===== src/rtl/bch_pkg.sv =====
package bch_pkg;

    parameter int BYTE_W     = 8;
    parameter int FIFO_DEPTH = 2;

    typedef enum logic {
        MODE_SINGLE = 1'b0,
        MODE_PAIR   = 1'b1
    } bch_mode_e;

    typedef struct packed {
        logic avail;
        logic nfull;
    } bch_flags_t;

    // Flags seen by the two sides of one FIFO, judged in the current mode.
    function automatic bch_flags_t bch_flags(bch_mode_e mode, logic empty, logic pair_done);
        bch_flags_t f;
        if (mode == MODE_PAIR) begin
            f.avail = pair_done;
            f.nfull = ~pair_done;
        end else begin
            f.avail = ~empty;
            f.nfull = empty;
        end
        return f;
    endfunction

endpackage


===== src/rtl/bch_fifo.sv =====
module bch_fifo
    import bch_pkg::*;
#(
    parameter int W       = 8,
    parameter int DEPTH   = 2,
    parameter bit PRELOAD = 1'b0
) (
    input  logic         clk,
    input  logic         rst,
    input  logic         init,
    input  bch_mode_e    mode,
    input  logic         wr,
    input  logic [W-1:0] wdata,
    input  logic         rd,
    output logic [W-1:0] rdata,
    output bch_flags_t   flags
);

    localparam int PTR_W = (DEPTH > 1) ? $clog2(DEPTH) : 1;
    localparam int CNT_W = $clog2(DEPTH + 1);
    localparam logic [PTR_W-1:0] LAST_PTR = PTR_W'(DEPTH - 1);

    logic [W-1:0]     mem [DEPTH];
    logic [PTR_W-1:0] wr_ptr, rd_ptr;
    logic [CNT_W-1:0] count, count_n;
    logic             pair_q;
    logic [W-1:0]     rdata_q;
    logic             wr_ok, rd_ok;

    always_comb flags = bch_flags(mode, count == '0, pair_q);

    // Acceptance is mutually exclusive in both modes by the flag definitions.
    assign wr_ok = wr & flags.nfull;
    assign rd_ok = rd & flags.avail;

    always_comb begin
        count_n = count;
        if (wr_ok)      count_n = count + CNT_W'(1);
        else if (rd_ok) count_n = count - CNT_W'(1);
    end

    always_ff @(posedge clk) begin
        if (rst || init) begin
            for (int i = 0; i < DEPTH; i++) mem[i] <= '0;
            wr_ptr  <= PTR_W'(PRELOAD);
            rd_ptr  <= '0;
            count   <= CNT_W'(PRELOAD);
            pair_q  <= 1'b0;
            rdata_q <= '0;
        end else begin
            if (wr_ok) begin
                mem[wr_ptr] <= wdata;
                wr_ptr      <= (wr_ptr == LAST_PTR) ? '0 : wr_ptr + PTR_W'(1);
            end
            if (rd_ok) begin
                rdata_q <= mem[rd_ptr];
                rd_ptr  <= (rd_ptr == LAST_PTR) ? '0 : rd_ptr + PTR_W'(1);
            end
            count <= count_n;
            if (count_n == CNT_W'(DEPTH))
                pair_q <= 1'b1;
            else if (count_n == '0)
                pair_q <= 1'b0;
        end
    end

    assign rdata = rdata_q;


    count_bound_chk: assert property (@(posedge clk) disable iff (rst)
        count <= CNT_W'(DEPTH));


    empty_read_chk: assert property (@(posedge clk) disable iff (rst)
        rd && !flags.avail && !init |=> $stable(rdata));


    pair_avail_chk: assert property (@(posedge clk) disable iff (rst)
        $rose(flags.avail) && mode == MODE_PAIR && $past(mode) == MODE_PAIR
        |-> count == CNT_W'(DEPTH));


    pair_nfull_chk: assert property (@(posedge clk) disable iff (rst)
        $rose(flags.nfull) && mode == MODE_PAIR && $past(mode) == MODE_PAIR
        && !$past(init) |-> count == '0);

endmodule


===== src/rtl/bch_ctrl.sv =====
module bch_ctrl
    import bch_pkg::*;
(
    input  logic      clk,
    input  logic      rst,
    input  logic      ctl_wr,
    input  logic      ctl_mode,
    input  logic      ctl_irq_en,
    input  logic      ctl_soft,
    output bch_mode_e mode,
    output logic      irq_en,
    output logic      init
);

    always_ff @(posedge clk) begin
        if (rst) begin
            mode   <= MODE_SINGLE;
            irq_en <= 1'b0;
        end else if (ctl_wr && !ctl_soft) begin
            mode   <= bch_mode_e'(ctl_mode);
            irq_en <= ctl_irq_en;
        end
    end

    // Soft reset is a pulse that lasts only while the strobe is present.
    assign init = ctl_wr & ctl_soft;


    soft_keeps_ctl_chk: assert property (@(posedge clk) disable iff (rst)
        ctl_wr && ctl_soft |=> $stable(mode) && $stable(irq_en));


    ctl_load_chk: assert property (@(posedge clk) disable iff (rst)
        ctl_wr && !ctl_soft |=> (mode == bch_mode_e'($past(ctl_mode))) && (irq_en == $past(ctl_irq_en)));

endmodule


===== src/rtl/dual_mode_byte_channel.sv =====
module dual_mode_byte_channel
    import bch_pkg::*;
#(
    parameter int W     = bch_pkg::BYTE_W,
    parameter int DEPTH = bch_pkg::FIFO_DEPTH
) (
    input  logic         clk,
    input  logic         rst,
    input  logic         ctl_wr,
    input  logic         ctl_mode,
    input  logic         ctl_irq_en,
    input  logic         ctl_soft,
    input  logic         host_wr,
    input  logic [W-1:0] host_wdata,
    input  logic         host_rd,
    output logic [W-1:0] host_rdata,
    output logic         host_avail,
    output logic         host_nfull,
    input  logic         par_wr,
    input  logic [W-1:0] par_wdata,
    input  logic         par_rd,
    output logic [W-1:0] par_rdata,
    output logic         par_avail,
    output logic         par_nfull,
    output logic         par_nmi,
    output logic         mode_o,
    output logic         irq_en_o
);

    localparam int NDIR = 2;   // 0: host to parasite, 1: parasite to host

    bch_mode_e    mode;
    logic         irq_en;
    logic         init;

    logic         dir_wr    [NDIR];
    logic [W-1:0] dir_wdata [NDIR];
    logic         dir_rd    [NDIR];
    logic [W-1:0] dir_rdata [NDIR];
    bch_flags_t   dir_flags [NDIR];

    bch_ctrl u_ctrl (
        .clk        (clk),
        .rst        (rst),
        .ctl_wr     (ctl_wr),
        .ctl_mode   (ctl_mode),
        .ctl_irq_en (ctl_irq_en),
        .ctl_soft   (ctl_soft),
        .mode       (mode),
        .irq_en     (irq_en),
        .init       (init)
    );

    assign dir_wr[0]    = host_wr;
    assign dir_wdata[0] = host_wdata;
    assign dir_rd[0]    = par_rd;
    assign dir_wr[1]    = par_wr;
    assign dir_wdata[1] = par_wdata;
    assign dir_rd[1]    = host_rd;

    for (genvar d = 0; d < NDIR; d++) begin : g_dir
        bch_fifo #(
            .W       (W),
            .DEPTH   (DEPTH),
            .PRELOAD (d == 1)
        ) u_fifo (
            .clk   (clk),
            .rst   (rst),
            .init  (init),
            .mode  (mode),
            .wr    (dir_wr[d]),
            .wdata (dir_wdata[d]),
            .rd    (dir_rd[d]),
            .rdata (dir_rdata[d]),
            .flags (dir_flags[d])
        );
    end

    assign par_rdata  = dir_rdata[0];
    assign par_avail  = dir_flags[0].avail;
    assign host_nfull = dir_flags[0].nfull;
    assign host_rdata = dir_rdata[1];
    assign host_avail = dir_flags[1].avail;
    assign par_nfull  = dir_flags[1].nfull;

    assign par_nmi  = irq_en & (par_avail | par_nfull);
    assign mode_o   = mode;
    assign irq_en_o = irq_en;


    nmi_gate_chk: assert property (@(posedge clk) disable iff (rst)
        !irq_en_o |-> !par_nmi);


    reset_state_chk: assert property (@(posedge clk) disable iff (rst)
        $past(rst) |-> host_avail && !par_nfull && !par_nmi && !par_avail && host_nfull);

endmodule


===== config.mk =====
export PLATFORM = sky130hd
export DESIGN_NAME = dual_mode_byte_channel
export DESIGN_NICKNAME = d
export VERILOG_FILES = /design/src/rtl/bch_pkg.sv /design/src/rtl/bch_fifo.sv /design/src/rtl/bch_ctrl.sv /design/src/rtl/dual_mode_byte_channel.sv
export SDC_FILE = /design/constraint.sdc
export NUM_CORES = 1
export LEC_CHECK = 0
export BUFFER_PORTS_ARGS = -buffer_cell sky130_fd_sc_hd__buf_4
export CAP_MARGIN = 10
export CORE_UTILIZATION = 40
export DETAILED_ROUTE_END_ITERATION = 7
export HOLD_SLACK_MARGIN = 0.1
export PLACE_DENSITY = 0.72
export SLEW_MARGIN = 10
export SYNTH_ARGS = -nofsm -noshare
export SYNTH_HDL_FRONTEND = slang
export SYNTH_SLANG_ARGS = --single-unit

===== constraint.sdc =====
create_clock -name clk -period 5.88 [get_ports clk]
set_input_delay 0.882 -clock clk [delete_from_list [all_inputs] [get_ports clk]]
set_output_delay 0.882 -clock clk [all_outputs]
set_load 0.01 [all_outputs]

# ---- Word level (Yosys, flattened, before mapping)
# Memory sizes are Yosys's and may differ from the RTL's. A register that Yosys moved wholly into a read port is not among the register bits.
# Cells that the tools add are included.
dict set report totals {
  out_inout_bits 23
  reg_bits 12
  mem_count 2
  mem_bits_rw 32
}
dict set report classes {
  mux 28
  addsub 8
  n_reduce_logical 11
  eq_ne 2
  n_bitwise 11
}
# name depth word_bits read_ports rd_clocked_by_memory_dff wr line
set memory_table {}
lappend memory_table {{g_dir[0].u_fifo.mem} 2 8 1 1 2 bch_fifo.sv:23} ;# logic [W-1:0] mem [DEPTH];
lappend memory_table {{g_dir[1].u_fifo.mem} 2 8 1 1 2 bch_fifo.sv:23}
# operator count
set ops {}
lappend ops {{1-bit two-way mux} 20}
lappend ops {{8-bit two-way mux} 2}
lappend ops {{8-bit OR reduction} 2}
lappend ops {{2-bit two-way mux} 6}
lappend ops {{2-bit logical NOT} 4}
lappend ops {{1-bit bitwise AND} 6}
lappend ops {{1-bit adder, second input constant} 4}
lappend ops {{2-bit by 1-bit adder with 2-bit output, second input constant} 2}
lappend ops {{2-bit == test, second input constant} 2}
lappend ops {{1-bit NOT} 4}
lappend ops {{2-bit nonzero test} 2}
lappend ops {{2-bit by 1-bit subtractor with 2-bit output, second input constant} 2}
lappend ops {{1-bit logical AND} 1}
lappend ops {{1-bit logical NOT} 1}
lappend ops {{1-bit logical OR} 1}
lappend ops {{1-bit bitwise OR} 1}

# ---- Longest topological paths before layout
# Gate-level depths: netlist of run 1.
dict set report logic_depth {
  depth_word 9
  ltp_mapped 8
}

# ---- Modules after synthesis
# Synthesis of run 1 repeated with hierarchy kept, for this count alone.
dict set report hier_totals {
  hier_cells 232
  hier_area_um2 2742.6
}
# module area_per_inst_um2 instances cells_per_inst
set by_module_without_submodules {}
lappend by_module_without_submodules {{bch_fifo at g_dir[0].u_fifo} 1338.8 1 111}
lappend by_module_without_submodules {{bch_fifo at g_dir[1].u_fifo} 1288.7 1 110}
lappend by_module_without_submodules {bch_ctrl 107.6 1 10}
lappend by_module_without_submodules {dual_mode_byte_channel 7.5 1 1}

# ---- Least setup slack after synthesis of run 1
# Ideal clock, no wire load.
dict set report synth_timing {
  path_type {input-to-reg}
  start {input port ctl_soft}
  end {memory g_dir[0].u_fifo.mem[1][0] (enable)}
  path_buffers 1
  arrival_time_ns 1.810
  stages 4
  slack_ns 3.736
  cell_sequence {a21oi_1 -> and3_1 -> buf_2 -> nand2b_1}
}
# item line
set synth_rtl {}
lappend synth_rtl {{start: declaration} dual_mode_byte_channel.sv:12} ;# input logic ctl_soft,
lappend synth_rtl {{end: declaration} bch_fifo.sv:23}

# ---- Worst setup path in the final report of run 1
dict set report layout_timing {
  start {register g_dir[1].u_fifo.count[0]}
  end {output port par_nmi}
}
dict set report layout_between {
  elab_chain_cells 4
}
# item line
set layout_lines {}
lappend layout_lines {{start: declaration} bch_fifo.sv:25} ;# logic [CNT_W-1:0] count, count_n;
lappend layout_lines {{start signal: assignment} bch_fifo.sv:47} ;# count <= CNT_W'(PRELOAD);
lappend layout_lines {{start signal: assignment} bch_fifo.sv:59} ;# count <= count_n;
lappend layout_lines {{2-bit logical NOT} bch_fifo.sv:30} ;# always_comb flags = bch_flags(mode, count == '0, pair_q);
lappend layout_lines {{2-bit two-way mux} bch_pkg.sv:19} ;# if (mode == MODE_PAIR) begin
lappend layout_lines {{1-bit bitwise OR} dual_mode_byte_channel.sv:86} ;# assign par_nmi = irq_en & (par_avail | par_nfull);
lappend layout_lines {{1-bit bitwise AND} dual_mode_byte_channel.sv:86}
lappend layout_lines {{end: declaration} dual_mode_byte_channel.sv:25} ;# output logic par_nmi,
# Every way passes these cells.

==> results of run 1 <==
[layout by cell type, fill, tap and decap left out, types with 2 or more instances in the layout]
master,n
buf_4,48
and2_1,32
edfxtp_1,32
dfxtp_1,28
nor2_1,25
mux2i_1,19
a211oi_1,15
nand2_1,11
clkbuf_8,10
xnor2_1,6
inv_1,5
nand2b_1,4
nor2b_1,3
a21oi_1,3
o21ai_0,3
and3_1,3
a31oi_1,3
ha_1,3
clkinv_2,3
o21a_1,2
nor3_2,2
o211ai_1,2
bufinv_16,2
[registers in the layout, summed over array words and instances, names as in the netlist]
signal,cells
g_dir.u_fifo.pair_q,2
u_ctrl.mode,1
g_dir.u_fifo.rdata,16
g_dir.u_fifo.wr_ptr,2
u_ctrl.irq_en,1
g_dir.u_fifo.rd_ptr,2
g_dir.u_fifo.count,4
g_dir.u_fifo.mem,32
[area by class of cell]
type / count / area (um^2)
fillers: 566 / 3120
flip-flops and latches: 60 / 1520
multi-input cells: 152 / 1020
repair buffers: 48 / 360
clock buffers: 11 / 141
well taps: 77 / 96.3
clock inverters: 5 / 75.1
inverters: 5 / 18.8
[final timing paths]
| kind | start | to |
|---|---|---|
| hold / removal | g_dir[0].u_fifo.pair_q | g_dir[0].u_fifo.pair_q |
| setup / recovery | g_dir[1].u_fifo.count[0] | par_nmi |
| hold reg to reg | g_dir[0].u_fifo.pair_q | g_dir[0].u_fifo.pair_q |
| setup reg to reg | g_dir[1].u_fifo.count[0] | g_dir[1].u_fifo.mem[0][5] |
[cell families after synthesis]
family / share of synthesized area
and+or+nand+nor: 0.178
adders and majority gates: 0.0143
muxes: 0.0726
xor gates and xnor gates: 0.0201
AOI/OAI and AO/OA: 0.105
buffers and inverters: 0.0296
DFF: 0.581
[through the flow]
step / utilization / setup WS, ns
after floorplan: - / 3.74
after global placement: 0.475 / 3.33
after global routing: 0.509 / 3.18
after CTS: 0.509 / 3.30
after detailed placement: 0.475 / 3.24
final: 0.509 / 3.31
[power by group through the flow]
stage	Sequential [mW]	Clock [mW]	Combinational (mW)
floorplan	0.516	0	0.140
global placement	0.521	0	0.196
detailed placement	0.522	0	0.199
CTS	0.513	0.408	0.200
global route	0.519	0.429	0.220
finish	0.513	0.402	0.198
[critical path, cell delays in order, from the launching register on]
cell and delay (ns):
dfxtp_1 0.31, inv_1 0.09, ha_1 0.20, nor2b_1 0.15, or2_2 0.30, o21a_1 0.17, buf_4 0.14
[metal layers]
metal | up-vias | global-route usage | share of wire
met1 | 802 | 0.193 | 0.47
met2 | 44 | 0.224 | 0.47
li1 | 902 | - | -
met4 | 0 | 0.0705 | 0.019
met5 | - | 0 | 0
met3 | 6 | 0.0447 | 0.048
==> reports/qor.yml, run 1 <==
clock_tree:
  clock-sinks: 60
  htreeDepth: 3
  cts.repair_timing.setup_buffer_count: 0
  cts-root-buf: "clkbuf_8"
  cts_hold_buf: 0
  clkLatencyLatePin_ns: 0.33
  numCtsBuffers: 9
  path_clk_slew_ns: 0.06
  cts_buffer_depth: 2
  cts_tree: "yes"
  cts-resized-gates: 0
floorplanning:
  die_area_um2: 6880
  start_util: 0.413
  die_x_um: 82.9
  die_h_um: 82.9
  pin_count: 49
  coreArea_um2: 6350
  rows: 29
worst_hold_path:
  hold_path_class: "flop to flop"
  worstHoldPathCells: 1
synth:
  synth_area_um2: 2620
  synth-seq-cells: 60
  synth_seq_area_share: 0.581
  avgSynthCellArea_um2: 11.5
  synthArstFlopShare: 0
  synth_area_leaders: "edfxtp_1 (37%), dfxtp_1 (21%), and2_1 (7.6%), mux2i_1 (7.3%), a211oi_1 (4.3%)"
  synth_cell_type_count: 40
  synth_edf_count: 32
  synth_top_cell_area_share: 0.367
  synthCells: 227
  synthTopCellsByCount: "and2_1 (32), edfxtp_1 (32), dfxtp_1 (28), nor2_1 (25), mux2i_1 (19)"
  synth_warnings: 0
  mappedNetlistNets: 256
  yosysTopAreaCell: "edfxtp_1"
  yosys_most_used_dff: "edfxtp_1"
routing:
  drc: 0
  drt_iter0_markers: 81
  dr.pass1.iters: 4
  via_per_inst: 4.90
  ant_nets: 0
  wl_per_cell_um: 13.1
  drt_wl_total_um: 4700
  vias: 1754
global_route:
  grt_overflow_total: 0
  grt_pass1_wl_um: 7960
  grt_max_degree: 27
  grtUsageTotal: 0.148
  grt_pass1_vias: 1675
  antenna_found_initial: 0
power_and_ir_drop:
  power_density_nw_per_um2: 344
  p_clk_frac: 0.361
  p_int_uw: 829
  swShare: 0.255
  pwr-share-seq: 0.461
  ir_drop_mv: 0.139
  p_leak_nw: 1.29
  combPwrFrac: 0.178
  p_total_mw: 1.11
  switchingPower_uw: 284
critical_path:
  arrival_ns: 1.69
  r2r_cells: 5
  rrSetupSlack_ns: 3.59
  required_ns: 5.00
  cp-end-kind: "output pin"
  worstSetupPathType: "flop to output pin"
  startpoint_type: "flop"
  critPathMaxFanout: 5
timing:
  whs_ns: 0.460
  max_freq_mhz: 389
  worst_pin_slew_ns: 1.12
  hold_violations: 0
  final.setup_skew_ns: 0.00283
  fin_crit_ns: 2.57
  finalMaxSlewViolations: 0
  fin_tns_setup_ns: 0
  timing.final.crit_share: 0.438
  setup_viol: 0
  slew_headroom: 0.245
  rsz0062_at_grt: "false"
placed_design:
  dpl.cell_count: 342
  place.gp.congestion: 0.757
  dpl.hpwl_um: 3390
  place_area_um2: 3020
  portBuffers: 48
outcome:
  status: "finished clean"
cells_and_area:
  final_net_count: 305
  antennaDiodeCount: 0
  drive_gt1_frac: 0.256
  area_growth_pct: 23.4
  final_area_um2: 3230
  fin_cells: 358
run:
  max_cap_violations: 0
Note: power is estimated with default switching activity, not from simulation.
==> inputs of run 2 (changes only) <==
- ABC_AREA: not set -> 1
- clock period: 5.88 -> 2.7 ns (I/O delays scaled with it)
==> reports/qor.yml, run 2 <==
floorplanning:
  die_x_um: 82.5
  die_area_um2: 6800
  coreArea_um2: 6100
  die_h_um: 82.5
  pin_count: 49
  rows: 28
  start_util: 0.425
clock_tree:
  cts-resized-gates: 0
  path_clk_slew_ns: 0.07
  cts.repair_timing.setup_buffer_count: 0
  numCtsBuffers: 9
  htreeDepth: 3
  clock-sinks: 60
  clkLatencyLatePin_ns: 0.33
  cts_tree: "yes"
  cts-root-buf: "clkbuf_8"
  cts_hold_buf: 0
  cts_buffer_depth: 2
placed_design:
  dpl.hpwl_um: 3520
  portBuffers: 48
  place.gp.congestion: 0.773
  place_area_um2: 2990
  pre_cts_ws_ns: 0.819
power_and_ir_drop:
  p_clk_frac: 0.350
  power_density_nw_per_um2: 695
  pwr-share-seq: 0.487
  p_int_mw: 1.63
  ir_drop_mv: 0.319
  combPwrFrac: 0.163
  switchingPower_uw: 588
  swShare: 0.265
  p_leak_nw: 1.47
synth:
  synth_top_cell_area_share: 0.371
  synth_compound_area_frac: 0.0913
  synth_area_um2: 2590
  synth-simple-area-share: 0.227
  synth_warnings: 0
  synth_area_leaders: "edfxtp_1 (37%), dfxtp_1 (22%), nand2_1 (8.8%), nor2_1 (6.8%), inv_1 (4.8%)"
  yosys_most_used_dff: "edfxtp_1"
  synth_cell_type_count: 27
  synthArstFlopShare: 0
  synthCells: 281
  post_synth_fa_ha_maj_area_fraction: 0.0145
  synth_seq_area_share: 0.587
  synth_most_common_cell: "nand2_1"
  synth-seq-cells: 60
  avgSynthCellArea_um2: 9.22
  synth_edf_count: 32
  yosys.area_share.xor_xnor: 0
  synth.mux.area_fraction: 0
  synth_top_family_by_area: "simple AND/OR/NAND/NOR gates"
  mappedNetlistNets: 310
  synthTopCellsByCount: "nand2_1 (61), nor2_1 (47), inv_1 (33), edfxtp_1 (32), dfxtp_1 (28)"
  yosysTopAreaCell: "edfxtp_1"
cells_and_area:
  largest_register_ffs: 32
  area_growth_pct: 22.9
  antennaDiodeCount: 0
  drive_gt1_frac: 0.248
  final_common_cell: "nand2_1"
  top_register: "g_dir.u_fifo.mem"
  fin_util: 0.522
  final_net_count: 363
  final_cell_mix: "nand2_1 (61), buf_4 (49), nor2_1 (47)"
  final_area_um2: 3180
timing:
  final.setup_skew_ns: 0.00893
  hold_violations: 0
  fin_crit_ns: 1.90
  fin_ws_ns: 0.800
  timing.final.crit_share: 0.704
  fin_tns_setup_ns: 0
  worst_pin_slew_ns: 0.356
  slew_headroom: 0.762
  whs_ns: 0.258
  max_freq_mhz: 526
  finalMaxSlewViolations: 0
  setup_viol: 0
  rsz0062_at_grt: "false"
routing:
  ant_nets: 0
  drt_iter0_markers: 100
  dr.pass1.iters: 4
  drt_wl_total_um: 4880
  wl_per_cell_um: 11.8
  drc: 0
  via_per_inst: 4.70
  vias: 1947
critical_path:
  path_cells: "inv_1, ha_1, nand2_2, nand2_1, a21boi_0, buf_4"
  required_ns: 2.30
  critPathSlowestCell: "dfxtp_1"
  arrival_ns: 1.50
  slowest_delay_ns: 0.33
  cp-end-kind: "output pin"
  critPathMaxFanout: 4
  worstSetupPathType: "flop to output pin"
  startpoint_type: "flop"
  rrSetupSlack_ns: 0.90
global_route:
  antenna_found_initial: 0
  grt_pass1_vias: 1740
  grt_pass1_wl_um: 7690
  grt_overflow_total: 0
  grtUsageTotal: 0.158
  grt_max_degree: 26
outcome:
  status: "finished clean"
worst_hold_path:
  hold_path_class: "primary input to flop"
run:
  max_cap_violations: 0
run 2: changes by cell type after synthesis, sizes merged, moves of 6 or more:
| cell | change |
|---|---|
| a21oi | +19 |
| a211oi | -15 |
| nand2 | +56 |
| nor2 | +21 |
| nand3 | +13 |
| and2 | -32 |
| xnor2 | -6 |
| mux2i | -19 |
| o21ai | +6 |
| inv | +30 |
run 2: logic make-up (layout without fill, tap and decap cells):
kind of cell | after synthesis | count (layout)
adder cells (fa/ha/maj) | 3 | 3
AO/OA/AOI/OAI | 42 | 42
flip-flops | 60 | 60
buffers and inverters | 46 | 104
AND/OR/NAND/NOR | 130 | 130
run 2: final cells by class:
class                           count  area, um^2
Fill cell                         565        2910
Sequential cell                    60        1520
Multi-Input combinational cell    175         861
Timing Repair Buffer               49         368
Inverter                           39         148
Clock buffer                       10         138
Tap cell                           75        93.8
Clock inverter                      6        53.8
run 2: worst max-delay path: cells and delay by family, from the launching register on:
family | cells | cell delay (ns)
flip-flops | 1 | 0.33
adder cells (fa/ha/maj) | 1 | 0.21
buffers and inverters | 2 | 0.19
AO/OA/AOI/OAI | 1 | 0.19
AND/OR/NAND/NOR | 2 | 0.24
run 2: path summary, 6_finish.rpt:
check / start / end / depth (start not counted)
min reg2reg: u_ctrl.irq_en / u_ctrl.irq_en / 2
max: g_dir[0].u_fifo.count[0] / par_nmi / 6
min: rst / u_ctrl.irq_en / 2
max reg2reg: g_dir[1].u_fifo.count[0] / g_dir[1].u_fifo.mem[1][3] / 8
run 2: per-stage QoR:
| step | instances | power, mW |
|---|---|---|
| after global routing | 414 | 2.33 |
| after CTS | 414 | 2.22 |
| final | 414 | 2.21 |
| after floorplan | 281 | 1.34 |
| after detailed placement | 398 | 1.46 |
| after global placement | 398 | 1.45 |
run 2: per-layer routing:
metal / global-route usage / share of wire
met5: 0 / 0
met4: 0.0895 / 0.022
met3: 0.0429 / 0.040
met2: 0.252 / 0.48
met1: 0.193 / 0.45
run 2: power by group through the flow:
stage | combinational (mW) | sequential (mW) | clock [mW]
after floorplan | 0.246 | 1.09 | 0
after global placement | 0.356 | 1.10 | 0
after detailed placement | 0.361 | 1.10 | 0
after CTS | 0.363 | 1.08 | 0.781
after global routing | 0.406 | 1.09 | 0.839
final | 0.360 | 1.08 | 0.775
==> inputs of run 3 (changes only) <==
- PLACE_DENSITY: 0.72 -> 0.74
- clock period: 2.7 -> 1.7 ns (I/O delays scaled with it)
==> reports/qor.yml, run 3 (synthesis results as in run 2) <==
worst_hold_path:
  hold_path_class: "primary input to flop"
  worstHoldPathCells: 2
critical_path:
  r2r_cells: 8
  crit_cells: 7
  crit_family: "flip-flops"
  path_buf_inv: 3
  worstSetupPathType: "flop to output pin"
  startpoint_type: "flop"
  slowest_delay_ns: 0.30
  cp-end-kind: "output pin"
  critPathMaxFanout: 3
  required_ns: 1.44
  path_cells: "inv_1, ha_1, inv_1, nand2_2, nand2_1, a21boi_2, buf_4"
  critPathSlowestCell: "dfxtp_1"
  path_common_cell: "inv_1"
  arrival_ns: 1.34
floorplanning:
  die_area_um2: 6800
  die_h_um: 82.5
  start_util: 0.425
  coreArea_um2: 6100
  pin_count: 49
  rows: 28
  die_x_um: 82.5
clock_tree:
  cts-root-buf: "clkbuf_8"
  clkLatencyLatePin_ns: 0.33
  numCtsBuffers: 9
  cts_tree: "yes"
  path_clk_slew_ns: 0.07
  cts_buffer_depth: 2
  clock-sinks: 60
  htreeDepth: 3
cells_and_area:
  area_growth_pct: 26.0
  final_cell_mix: "nand2_1 (58), buf_4 (53), nor2_1 (47)"
  drive_gt1_frac: 0.275
  fin_cells: 420
  final_net_count: 369
  final_common_cell: "nand2_1"
  fin_util: 0.536
  top_register: "g_dir.u_fifo.mem"
  antennaDiodeCount: 0
  largest_register_ffs: 32
  fill_cells: 589
timing:
  hold_violations: 0
  fin_ws_ns: 0.105
  slew_headroom: 0.753
  fin_crit_ns: 1.60
  worst_pin_slew_ns: 0.369
  fin_tns_setup_ns: 0
  whs_ns: 0.120
  rsz0062_at_grt: "false"
  final.setup_skew_ns: 0.00863
  setup_viol: 0
  finalMaxSlewViolations: 0
  max_freq_mhz: 627
  timing.final.crit_share: 0.938
power_and_ir_drop:
  power_density_nw_per_um2: 1090
  p_leak_nw: 1.50
  ir_drop_mv: 0.458
global_route:
  grtUsageMet1: 0.197
  met2_usage: 0.257
  grt_max_degree: 25
  antenna_found_initial: 0
  grtUsageTotal: 0.160
  gr-max-usage-layer: "met2"
  grt_pass1_vias: 1842
  grt.met3_usage: 0.0396
  grt_overflow_total: 0
  grt_pass1_wl_um: 7910
routing:
  drc: 0
  via_per_inst: 4.80
  drt_iter0_markers: 79
  dr.pass1.iters: 4
  vias: 2014
  ant_nets: 0
  drt_wl_total_um: 4960
  wl_per_cell_um: 11.8
placed_design:
  pre_cts_ws_ns: 0.0264
  place.gp.congestion: 0.782
  portBuffers: 48
  dpl.hpwl_um: 3520
  dpl.cell_count: 403
run:
  max_cap_violations: 0
outcome:
  status: "finished clean"
==> run 3: report_power, final <==
group	internal [mW]	leakage, nW	switching [mW]
Combinational	0.250	0.824	0.354
Sequential	1.65	0.573	0.0630
Clock	0.709	0.0991	0.530
==> run 3: path summary, 6_finish.rpt <==
kind | to | slack [ns] | from
max | par_nmi | 0.10 | g_dir[1].u_fifo.count[1]
min | u_ctrl.mode | 0.12 | rst
max reg2reg | g_dir[0].u_fifo.mem[0][7] | 0.14 | g_dir[0].u_fifo.count[0]
min reg2reg | u_ctrl.irq_en | 0.48 | u_ctrl.irq_en
==> run 3: timing repair <==
action | CTS | global route
hold buffers | 1 | 0
resized for setup | 2 | 6
pin swaps | 0 | 1
setup endpoints to repair | 1 | 17
buffers inserted | 0 | 0
hold endpoints to repair | 1 | 0
==> run 3: stage by stage <==
step                cell area (um^2)  power, mW
finish                          3260       3.56
global route                    3260       3.74
CTS                             3250       3.57
detailed placement              3040       2.34
global placement                3040       2.32
floorplan                       2590       2.13
==> run 3: area by class of cell <==
cell class                      count  area [um^2]  share of cell area
Clock inverter                      5         52.6              0.0161
Multi-Input combinational cell    175          880               0.269
Tap cell                           75         93.8              0.0287
Clock buffer                       11          141              0.0433
Timing Repair Buffer               55          428               0.131
Sequential cell                    60         1520               0.466
Inverter                           39          148              0.0452
==> run 3: per-layer routing <==
metal / part of all wire / vias up
li1: - / 1029
met5: 0 / -
met3: 0.050 / 8
met1: 0.43 / 927
met4: 0.018 / 0
met2: 0.50 / 50
